[src/rtl/vf_pkg.sv]
package vf_pkg;

  // Fixed-point amplitude: floor(spd * gain / 2^frac)
  function automatic int amp_of(input int spd, input int gain, input int frac);
    longint prod;
    prod = longint'(spd) * longint'(gain);
    return int'(prod >>> frac);
  endfunction

  // Rational sine approximation over one period of 2^ph_w steps
  function automatic int sine_entry(input int p, input int ph_w, input int peak);
    longint half;
    longint pp;
    longint q;
    longint v;
    half = longint'(1) << (ph_w - 1);
    pp   = longint'(p) % half;
    q    = pp * (half - pp);
    v    = (16 * longint'(peak) * q) / (5 * half * half - 4 * q);
    if (longint'(p) >= half) v = -v;
    return int'(v);
  endfunction

  // Scale a signed table value by the amplitude, floor toward -inf
  function automatic int scale_ref(input int s, input int amp, input int tbl_w);
    longint prod;
    prod = longint'(s) * longint'(amp);
    return int'(prod >>> (tbl_w - 1));
  endfunction

endpackage

[src/rtl/vf_tick_gen.sv]
module vf_tick_gen #(
  parameter int CNT_W    = 16,
  parameter int PRESCALE = 49
) (
  input  logic clk,
  input  logic rst,
  output logic tick
);

  logic [CNT_W-1:0] cnt;

  assign tick = (cnt == CNT_W'(PRESCALE));

  always_ff @(posedge clk) begin
    if (rst)       cnt <= '0;
    else if (tick) cnt <= '0;
    else           cnt <= cnt + 1'b1;
  end


  tick_gap_chk: assert property (@(posedge clk) disable iff (rst) tick |=> !tick);

endmodule

[src/rtl/vf_phase_acc.sv]
module vf_phase_acc #(
  parameter int SPEED_W = 12,
  parameter int ACC_W   = 16
) (
  input  logic               clk,
  input  logic               rst,
  input  logic               tick,
  input  logic [SPEED_W-1:0] speed_cmd,
  output logic [ACC_W-1:0]   acc,
  output logic [SPEED_W-1:0] speed_live,
  output logic               wrap
);

  logic [ACC_W:0] sum;
  logic           load_ok;

  assign sum     = {1'b0, acc} + (ACC_W+1)'(speed_live);
  assign wrap    = tick & sum[ACC_W];
  assign load_ok = wrap | (speed_live == '0);

  always_ff @(posedge clk) begin
    if (rst) begin
      acc        <= '0;
      speed_live <= '0;
    end else begin
      if (tick)    acc        <= sum[ACC_W-1:0];
      if (load_ok) speed_live <= speed_cmd;
    end
  end


  idle_hold_chk: assert property (@(posedge clk) disable iff (rst) !tick |=> $stable(acc));


  live_hold_chk: assert property (@(posedge clk) disable iff (rst)
    !(wrap || speed_live == '0) |=> $stable(speed_live));


  zero_freeze_chk: assert property (@(posedge clk) disable iff (rst)
    (speed_live == '0) |=> $stable(acc));

endmodule

[src/rtl/vf_ref_stage.sv]
module vf_ref_stage
  import vf_pkg::*;
#(
  parameter int PH_W  = 8,
  parameter int TBL_W = 14,
  parameter int AMP_W = 16,
  parameter int REF_W = 16
) (
  input  logic                    clk,
  input  logic                    rst,
  input  logic [PH_W-1:0]         phase,
  input  logic [AMP_W-1:0]        amp,
  output logic signed [REF_W-1:0] ref_sin,
  output logic signed [REF_W-1:0] ref_inv
);

  localparam int PH_N = 1 << PH_W;
  localparam int PEAK = (1 << (TBL_W - 1)) - 1;

  logic signed [TBL_W-1:0] tbl [PH_N];
  logic [PH_W-1:0]         phase_inv;

  for (genvar i = 0; i < PH_N; i++) begin : g_tbl
    assign tbl[i] = TBL_W'(sine_entry(i, PH_W, PEAK));
  end

  assign phase_inv = phase + PH_W'(PH_N / 2);

  always_ff @(posedge clk) begin
    if (rst) begin
      ref_sin <= '0;
      ref_inv <= '0;
    end else begin
      ref_sin <= REF_W'(scale_ref(int'(tbl[phase]), int'(amp), TBL_W));
      ref_inv <= REF_W'(scale_ref(int'(tbl[phase_inv]), int'(amp), TBL_W));
    end
  end


  zero_amp_chk: assert property (@(posedge clk) disable iff (rst)
    (amp == '0) |=> (ref_sin == '0 && ref_inv == '0));

endmodule

[src/rtl/vf_sine_ref.sv]
module vf_sine_ref
  import vf_pkg::*;
#(
  parameter int SPEED_W   = 12,
  parameter int CNT_W     = 16,
  parameter int PRESCALE  = 49,
  parameter int ACC_W     = 16,
  parameter int PH_SHIFT  = 8,
  parameter int TBL_W     = 14,
  parameter int GAIN_Q    = 1707,
  parameter int GAIN_FRAC = 10,
  parameter int AMP_W     = 16,
  parameter int REF_W     = 16
) (
  input  logic                    clk,
  input  logic                    rst,
  input  logic [SPEED_W-1:0]      speed_cmd,
  output logic [AMP_W-1:0]        amp_word,
  output logic signed [REF_W-1:0] ref_sin,
  output logic signed [REF_W-1:0] ref_inv
);

  localparam int PH_W = ACC_W - PH_SHIFT;

  logic               tick;
  logic               wrap;
  logic [ACC_W-1:0]   acc;
  logic [SPEED_W-1:0] speed_live;
  logic [PH_W-1:0]    phase;

  vf_tick_gen #(.CNT_W(CNT_W), .PRESCALE(PRESCALE)) u_tick (
    .clk(clk), .rst(rst), .tick(tick)
  );

  vf_phase_acc #(.SPEED_W(SPEED_W), .ACC_W(ACC_W)) u_acc (
    .clk(clk), .rst(rst), .tick(tick), .speed_cmd(speed_cmd),
    .acc(acc), .speed_live(speed_live), .wrap(wrap)
  );

  assign phase    = acc[ACC_W-1:PH_SHIFT];
  assign amp_word = AMP_W'(amp_of(int'(speed_live), GAIN_Q, GAIN_FRAC));

  vf_ref_stage #(.PH_W(PH_W), .TBL_W(TBL_W), .AMP_W(AMP_W), .REF_W(REF_W)) u_ref (
    .clk(clk), .rst(rst), .phase(phase), .amp(amp_word),
    .ref_sin(ref_sin), .ref_inv(ref_inv)
  );


  amp_track_chk: assert property (@(posedge clk) disable iff (rst)
    $stable(speed_live) |-> $stable(amp_word));


  wrap_tick_chk: assert property (@(posedge clk) disable iff (rst) wrap |-> tick);

endmodule

[config.mk]
export PLATFORM = sky130hd
export DESIGN_NAME = vf_sine_ref
export DESIGN_NICKNAME = d
export VERILOG_FILES = /design/src/rtl/vf_pkg.sv /design/src/rtl/vf_tick_gen.sv /design/src/rtl/vf_phase_acc.sv /design/src/rtl/vf_ref_stage.sv /design/src/rtl/vf_sine_ref.sv
export SDC_FILE = /design/constraint.sdc
export NUM_CORES = 2
export LEC_CHECK = 0
export BUFFER_PORTS_ARGS = -buffer_cell sky130_fd_sc_hd__buf_2
export CORE_ASPECT_RATIO = 1.75
export CORE_UTILIZATION = 39
export CTS_BUF_LIST = sky130_fd_sc_hd__clkbuf_8
export CTS_CLUSTER_SIZE = 8
export DETAILED_ROUTE_END_ITERATION = 12
export HOLD_SLACK_MARGIN = 0.05
export RECOVER_POWER = 100
export SLEW_MARGIN = 20
export SYNTH_ARGS = -nofsm -noshare
export SYNTH_HDL_FRONTEND = slang
export SYNTH_HIERARCHICAL = 1
export SYNTH_SLANG_ARGS = --single-unit
export TNS_END_PERCENT = 1
[constraint.sdc]
create_clock -name clk -period 9.5 [get_ports clk]
set_input_delay 0 -clock clk [delete_from_list [all_inputs] [get_ports clk]]
set_output_delay 0 -clock clk [all_outputs]
set_load 0.02 [all_outputs]
# [Yosys cells after proc, flatten, opt, wreduce, memory -nomap -nowiden]
# Memory sizes are Yosys's and may differ from the RTL's.
# Cells that the tools add are included.
[word_totals] regBits=76 latch_bits=0 mem_bits_rw=0 rom_bits=7168 inputBits=14 word_cells=26 mem_count=2
[op_classes] add_sub_neg=3 mul=3 n_div=0 order_cmp=2 n_eq_ne=1 shift=0 muxes=4 bitwise=4 n_reduce_logical=2
[mem_list] memory="(no name shown)" words=256 word_bits=14 rd=1 rd_ports_with_merged_regs=0 write_ports=0 line="vf_ref_stage.sv:35" source="ref_inv <= REF_W'(scale_ref(int'(tbl[phase_inv]), int'(amp), TBL_W));"
[mem_list] memory="(no name shown)" words=256 word_bits=14 rd=1 rd_ports_with_merged_regs=0 write_ports=0 line="vf_ref_stage.sv:34" source="ref_sin <= REF_W'(scale_ref(int'(tbl[phase]), int'(amp), TBL_W));"
[ops] operator="$mul 14x14->28" count=2
[ops] operator="$mux 14" count=4
[ops] operator="$mul 12x11->23 const B" count=1
[ops] operator="$ge 9x9->1 const B" count=2
[ops] operator="$not 8->9" count=2
[ops] operator="$add 16x12->17" count=1
[ops] operator="$add 16x1->16 const B" count=1
[ops] operator="$eq 16x6->1 const B" count=1
[ops] operator="$logic_not 12->1" count=1
[ops] operator="$add 8x8->8 const B" count=1
[ops] operator="$reduce_or 2->1" count=1
[ops] operator="$and 1x1->1" count=1
[ops] operator="$or 1x1->1" count=1

# [Depth between registers and ports, before layout]
[logic_depth] ltp_word=6 ltp_mapped=40 ltp_nobuf=38

# [Modules after synthesis]
# The synthesis kept the hierarchy.
[by_module_without_submodules] mod="vf_ref_stage" instances=1 cells_each=2589 area_per_inst_um2=20474.6
[by_module_without_submodules] mod="vf_sine_ref" instances=1 cells_each=289 area_per_inst_um2=2686.3
[by_module_without_submodules] mod="vf_phase_acc" instances=1 cells_each=184 area_per_inst_um2=1680.4
[by_module_without_submodules] mod="vf_tick_gen" instances=1 cells_each=86 area_per_inst_um2=763.2

# [Worst setup path after synthesis]
# No wires, ideal clock.
[synth_path] path_type="register -> register" from="register u_acc.speed_live[8]" to="register u_ref.ref_sin[15]" setup_ns=0.121 t_arrival_ns=10.124 required_time_ns=9.379 slack_ns=-0.745 stages_incl_launch_ff=34 period_less_slack_ns=10.245 cell_sequence="dfxtp_1 -> ha_1 -> fa_1 -> fa_1 -> fa_1 -> inv_1 -> fa_1 -> inv_1 -> ha_1 -> nand2_1 -> nor2_1 -> o31ai_2 -> o21a_1 -> o311ai_0 -> buf_1 -> clkbuf_1 -> nand2_1 -> fa_1 -> fa_1 -> inv_1 -> fa_1 -> fa_1 -> fa_1 -> inv_1 -> fa_1 -> inv_1 -> ha_1 -> and2_1 -> nand4_1 -> a2111oi_0 -> o21a_1 -> o211ai_1 -> a21oi_1 -> mux2_2"
[synth_via] elab_chain_cells=2
[synth_rtl] item="start, declared" line="vf_phase_acc.sv:10" source="output logic [SPEED_W-1:0] speed_live,"
[synth_rtl] item="start signal, assigned" line="vf_phase_acc.sv:27" source="if (load_ok) speed_live <= speed_cmd;"
[synth_rtl] item="$mul 12x11->23" line="vf_pkg.sv:6" source="prod = longint'(spd) * longint'(gain);"
[synth_rtl] item="named net amp_word[11]" line="vf_sine_ref.sv:18" source="output logic [AMP_W-1:0] amp_word,"
[synth_rtl] item="$mul 14x14->28" line="vf_pkg.sv:27" source="prod = longint'(s) * longint'(amp);"
[synth_rtl] item="end signal, assigned" line="vf_ref_stage.sv:34"
[synth_rtl] item="end, declared" line="vf_ref_stage.sv:13" source="output logic signed [REF_W-1:0] ref_sin,"
# The timed path passes the listed nets, and every way through them passes these cells.
# A chain may end at the register's enable or synchronous reset.

# [Final worst setup path]
[layout_path] from="register u_acc.speed_live[4]" to="register u_ref.ref_sin[8]"
[layout_via] elab_chain_cells=2
[layout_rtl] item="$mul 12x11->23" line="vf_pkg.sv:6"
[layout_rtl] item="$mul 14x14->28" line="vf_pkg.sv:27"
# No other way between the ends.

==> flow_summary_export.csv <==
group,metric,value,unit
power_and_ir_drop,p_per_area,200,mW/mm²
finish,fin_cells,4168,
synthesis,synth_edf_count,0,
route,wl,90.2,mm
finish,nNetsFinal,4037,
synthesis,yosys_register_bits,76,
placement,io_buffer_count,58,
placement,dp.cells,4119,
timing,rsz0062_at_grt,"yes",
worst_setup_path,crit_arrival,10100,ps
worst_setup_path,cp_slowest_cell,"or4_4",
run,drv_cap,1,
die,die_y,341,µm
worst_setup_path,crit_path_end_kind,"register",
synthesis,yosysWarnings,6,
finish,design_area,0.0296,mm²
die,io_pins,62,
timing,clock_skew,35.8,ps
worst_setup_path,required,9860,ps
route,post_drt_wl_per_cell,21.6,µm
die,die_w,196,µm
timing,worst_slew_pin_slew,2500,ps
power_and_ir_drop,worst_ir_drop_vdd,0.418,mV
clocking,cts_tree,"built",
synthesis,synthArstFlopShare,0,
die,rows,123,
finish,drive_gt1_frac,0.150,
placement,place_area,0.0287,mm²
synthesis,synthCells,3148,
clocking,cts_root_buf,"clkbuf_8",
worst_setup_path,cp_slowest_stage_delay,570,ps
synthesis,ys_seq_area_frac,0.0594,
synthesis,yosys-top-cells-count,"inv_1, fa_1, ha_1, nand2_1, and2_1",
placement,post-dp-hpwl,71.2,mm
worst_setup_path,start_kind,"register",
global_routing,antenna_found_initial,4,
global_routing,grt_pass1_wl,142,mm
die,dieArea,0.0667,mm²
route,num_vias,23500,
finish,fillers,6529,
clocking,clock_sinks,76,
status,status,"finished with violations",
die,core-area,0.0646,mm²
power_and_ir_drop,leakagePower,14.7,nW
clocking,clock_latency,480,ps
global_routing,grt_remaining_overflow,0,
synthesis,synth_area,0.0256,mm²
min_path,hp-class,"primary input to register",
clocking,clk_pin_slew,130,ps
clocking,htree_levels,3,
route,drt-initial-drc-count,1532,
timing,finalWorstPathRequiredPeriod,9740,ps
global_routing,grt_pass1_vias,25100,
worst_setup_path,cp_max_fo,5,
synthesis,ys.flop_type,"dfxtp_1",
timing,setup_viol,25,
synthesis,synth.area.top_cells,"fa_1, ha_1, inv_1",
synthesis,avgSynthCellArea,8.13,µm²
placement,place_congestion,1.02,
route,via_per_inst,5.65,
finish,synthToLayoutAreaGrowth,15.4,%
clocking,clk_path_buf_depth,2,
timing,fin_crit_sh,1.03,
die,floorplan.initialDensity,0.396,
route,drt.antenna.violating_nets,0,
timing,hold_violations,0,
synthesis,synth_top_area_cell,"fa_1",
timing,setup_ws,-243,ps
timing,fmaxAchievable,103,MHz
global_routing,grt_max_degree,72,
global_routing,grt_usage,0.278,
finish,multi_input_area,0.0220,mm²
clocking,cts_buffers,9,
timing,finalMaxSlewViolations,17,
status,violations,"max-capacitance violations, max-slew violations, negative setup slack",
finish,seqCellArea,0.00155,mm²
synthesis,synth.distinct_cells,97,
synthesis,yosysMostFrequentCell,"inv_1",
route,dr.pass1.iters,6,
worst_setup_path,crit_type,"register to register",
timing,timing.slew.headroom,-0.686,
synthesis,synth_top_cell_area_share,0.289,
worst_setup_path,cpMostUsedCell,"fa_1",
route,drc,0,
registers in the layout, summed over array words and instances (netlist names):
name and cells:
u_acc/acc 16, u_ref/ref_sin 16, u_acc/speed_live 12, u_tick/cnt 16, u_ref/ref_inv 16
cell families after synthesis:
kind of cell               synth area share
buffers and inverters                 0.104
adders and majority gates             0.438
other                              0.000146
xor gates and xnor gates             0.0205
and+or+nand+nor                       0.205
AOI/OAI and AO/OA                     0.155
DFF                                  0.0594
muxes                                0.0187
final timing paths:
path	cells past startpoint	startpoint	end	slack, ps
worst max-delay path	37	u_acc/speed_live[4]$_SDFFE_PP0P_	u_ref/ref_sin[8]$_SDFF_PP0_	-240
worst min-delay path	4	speed_cmd[10]	u_acc/speed_live[10]$_SDFFE_PP0P_	320
worst max register to register	37	u_acc/speed_live[4]$_SDFFE_PP0P_	u_ref/ref_sin[8]$_SDFF_PP0_	-240
worst min register to register	1	u_tick/cnt[0]$_SDFF_PP0_	u_tick/cnt[0]$_SDFF_PP0_	500
metrics by stage:
stage,util,setup TNS [ps],setup slack (ps),hold WS [ps],power [mW]
after detailed placement,0.443,-6790,-343,261,5.25
after floorplan,-,-10.7,-10.7,128,2.88
after global routing,0.457,-14340,-633,334,6.41
final,0.457,-3140,-243,324,5.90
after global placement,0.443,-4490,-251,253,5.22
after CTS,0.458,-3530,-235,279,5.98
cell usage in the layout, fill, tap and decap left out, types with 16 or more instances in the layout:
| cell | netlist | routed |
|---|---|---|
| clkbuf_1 | 127 | 37 |
| a311oi_1 | 18 | 18 |
| xnor2_1 | 44 | 38 |
| a31oi_1 | 25 | 26 |
| nor2b_1 | 45 | 45 |
| nor2_1 | 160 | 157 |
| buf_4 | 4 | 279 |
| dfxtp_1 | 76 | 64 |
| inv_1 | 491 | 485 |
| ha_4 | 0 | 20 |
| nand3_1 | 52 | 50 |
| o211ai_1 | 29 | 29 |
| nand2_1 | 304 | 302 |
| nor3_1 | 37 | 34 |
| a21oi_1 | 142 | 131 |
| fa_1 | 370 | 363 |
| mux2i_1 | 32 | 31 |
| and2_1 | 238 | 236 |
| buf_12 | 0 | 19 |
| a21o_1 | 58 | 58 |
| a211oi_1 | 34 | 34 |
| ha_1 | 304 | 284 |
| and3_1 | 18 | 17 |
| o22ai_1 | 16 | 16 |
| o21ai_0 | 111 | 98 |
| nand4_1 | 32 | 32 |
| or2_2 | 29 | 27 |
| nand2b_1 | 39 | 39 |
| buf_2 | 33 | 22 |
metal layers:
layer,GRT usage,share of wire,vias to the layer above
met5,0,0.00026,-
met4,0.211,0.086,4
met3,0.0378,0.042,344
met2,0.520,0.53,750
met1,0.278,0.34,11700
li1,-,-,10800
what timing repair did:
action | CTS | global route
hold endpoints to repair | 21 | 0
resized for setup | 93 | 18
hold buffers | 13 | 0
pin swaps | 73 | 14
setup endpoints to repair | 29 | 32
setup buffers | 18 | 0
layout make-up:
type,count,area share
diodes,2,0.000169
clock buffers,9,0.00419
clock inverters,7,0.00216
inverters,494,0.0628
multi-input cells,2391,0.745
flip-flops and latches,76,0.0523
well taps,812,0.0344
repair buffers,377,0.0992
report_power, final:
part	total, mW	leakage (nW)	internal, mW	switching, mW
combinational	5.23	14.0	2.24	2.99
sequential	0.381	0.623	0.356	0.0244
clock	0.295	0.0990	0.102	0.193
total	5.90	14.7	2.70	3.20
critical path: cells and delay by family (launching register included):
family          cells  cell delay (ps)
compound gates      9             1580
xor+xnor            1              170
fa+ha+maj          13             5590
buf+inv             9              610
flops               1              390
simple gates        5             1310
Note: power is estimated with default switching activity, not from simulation.
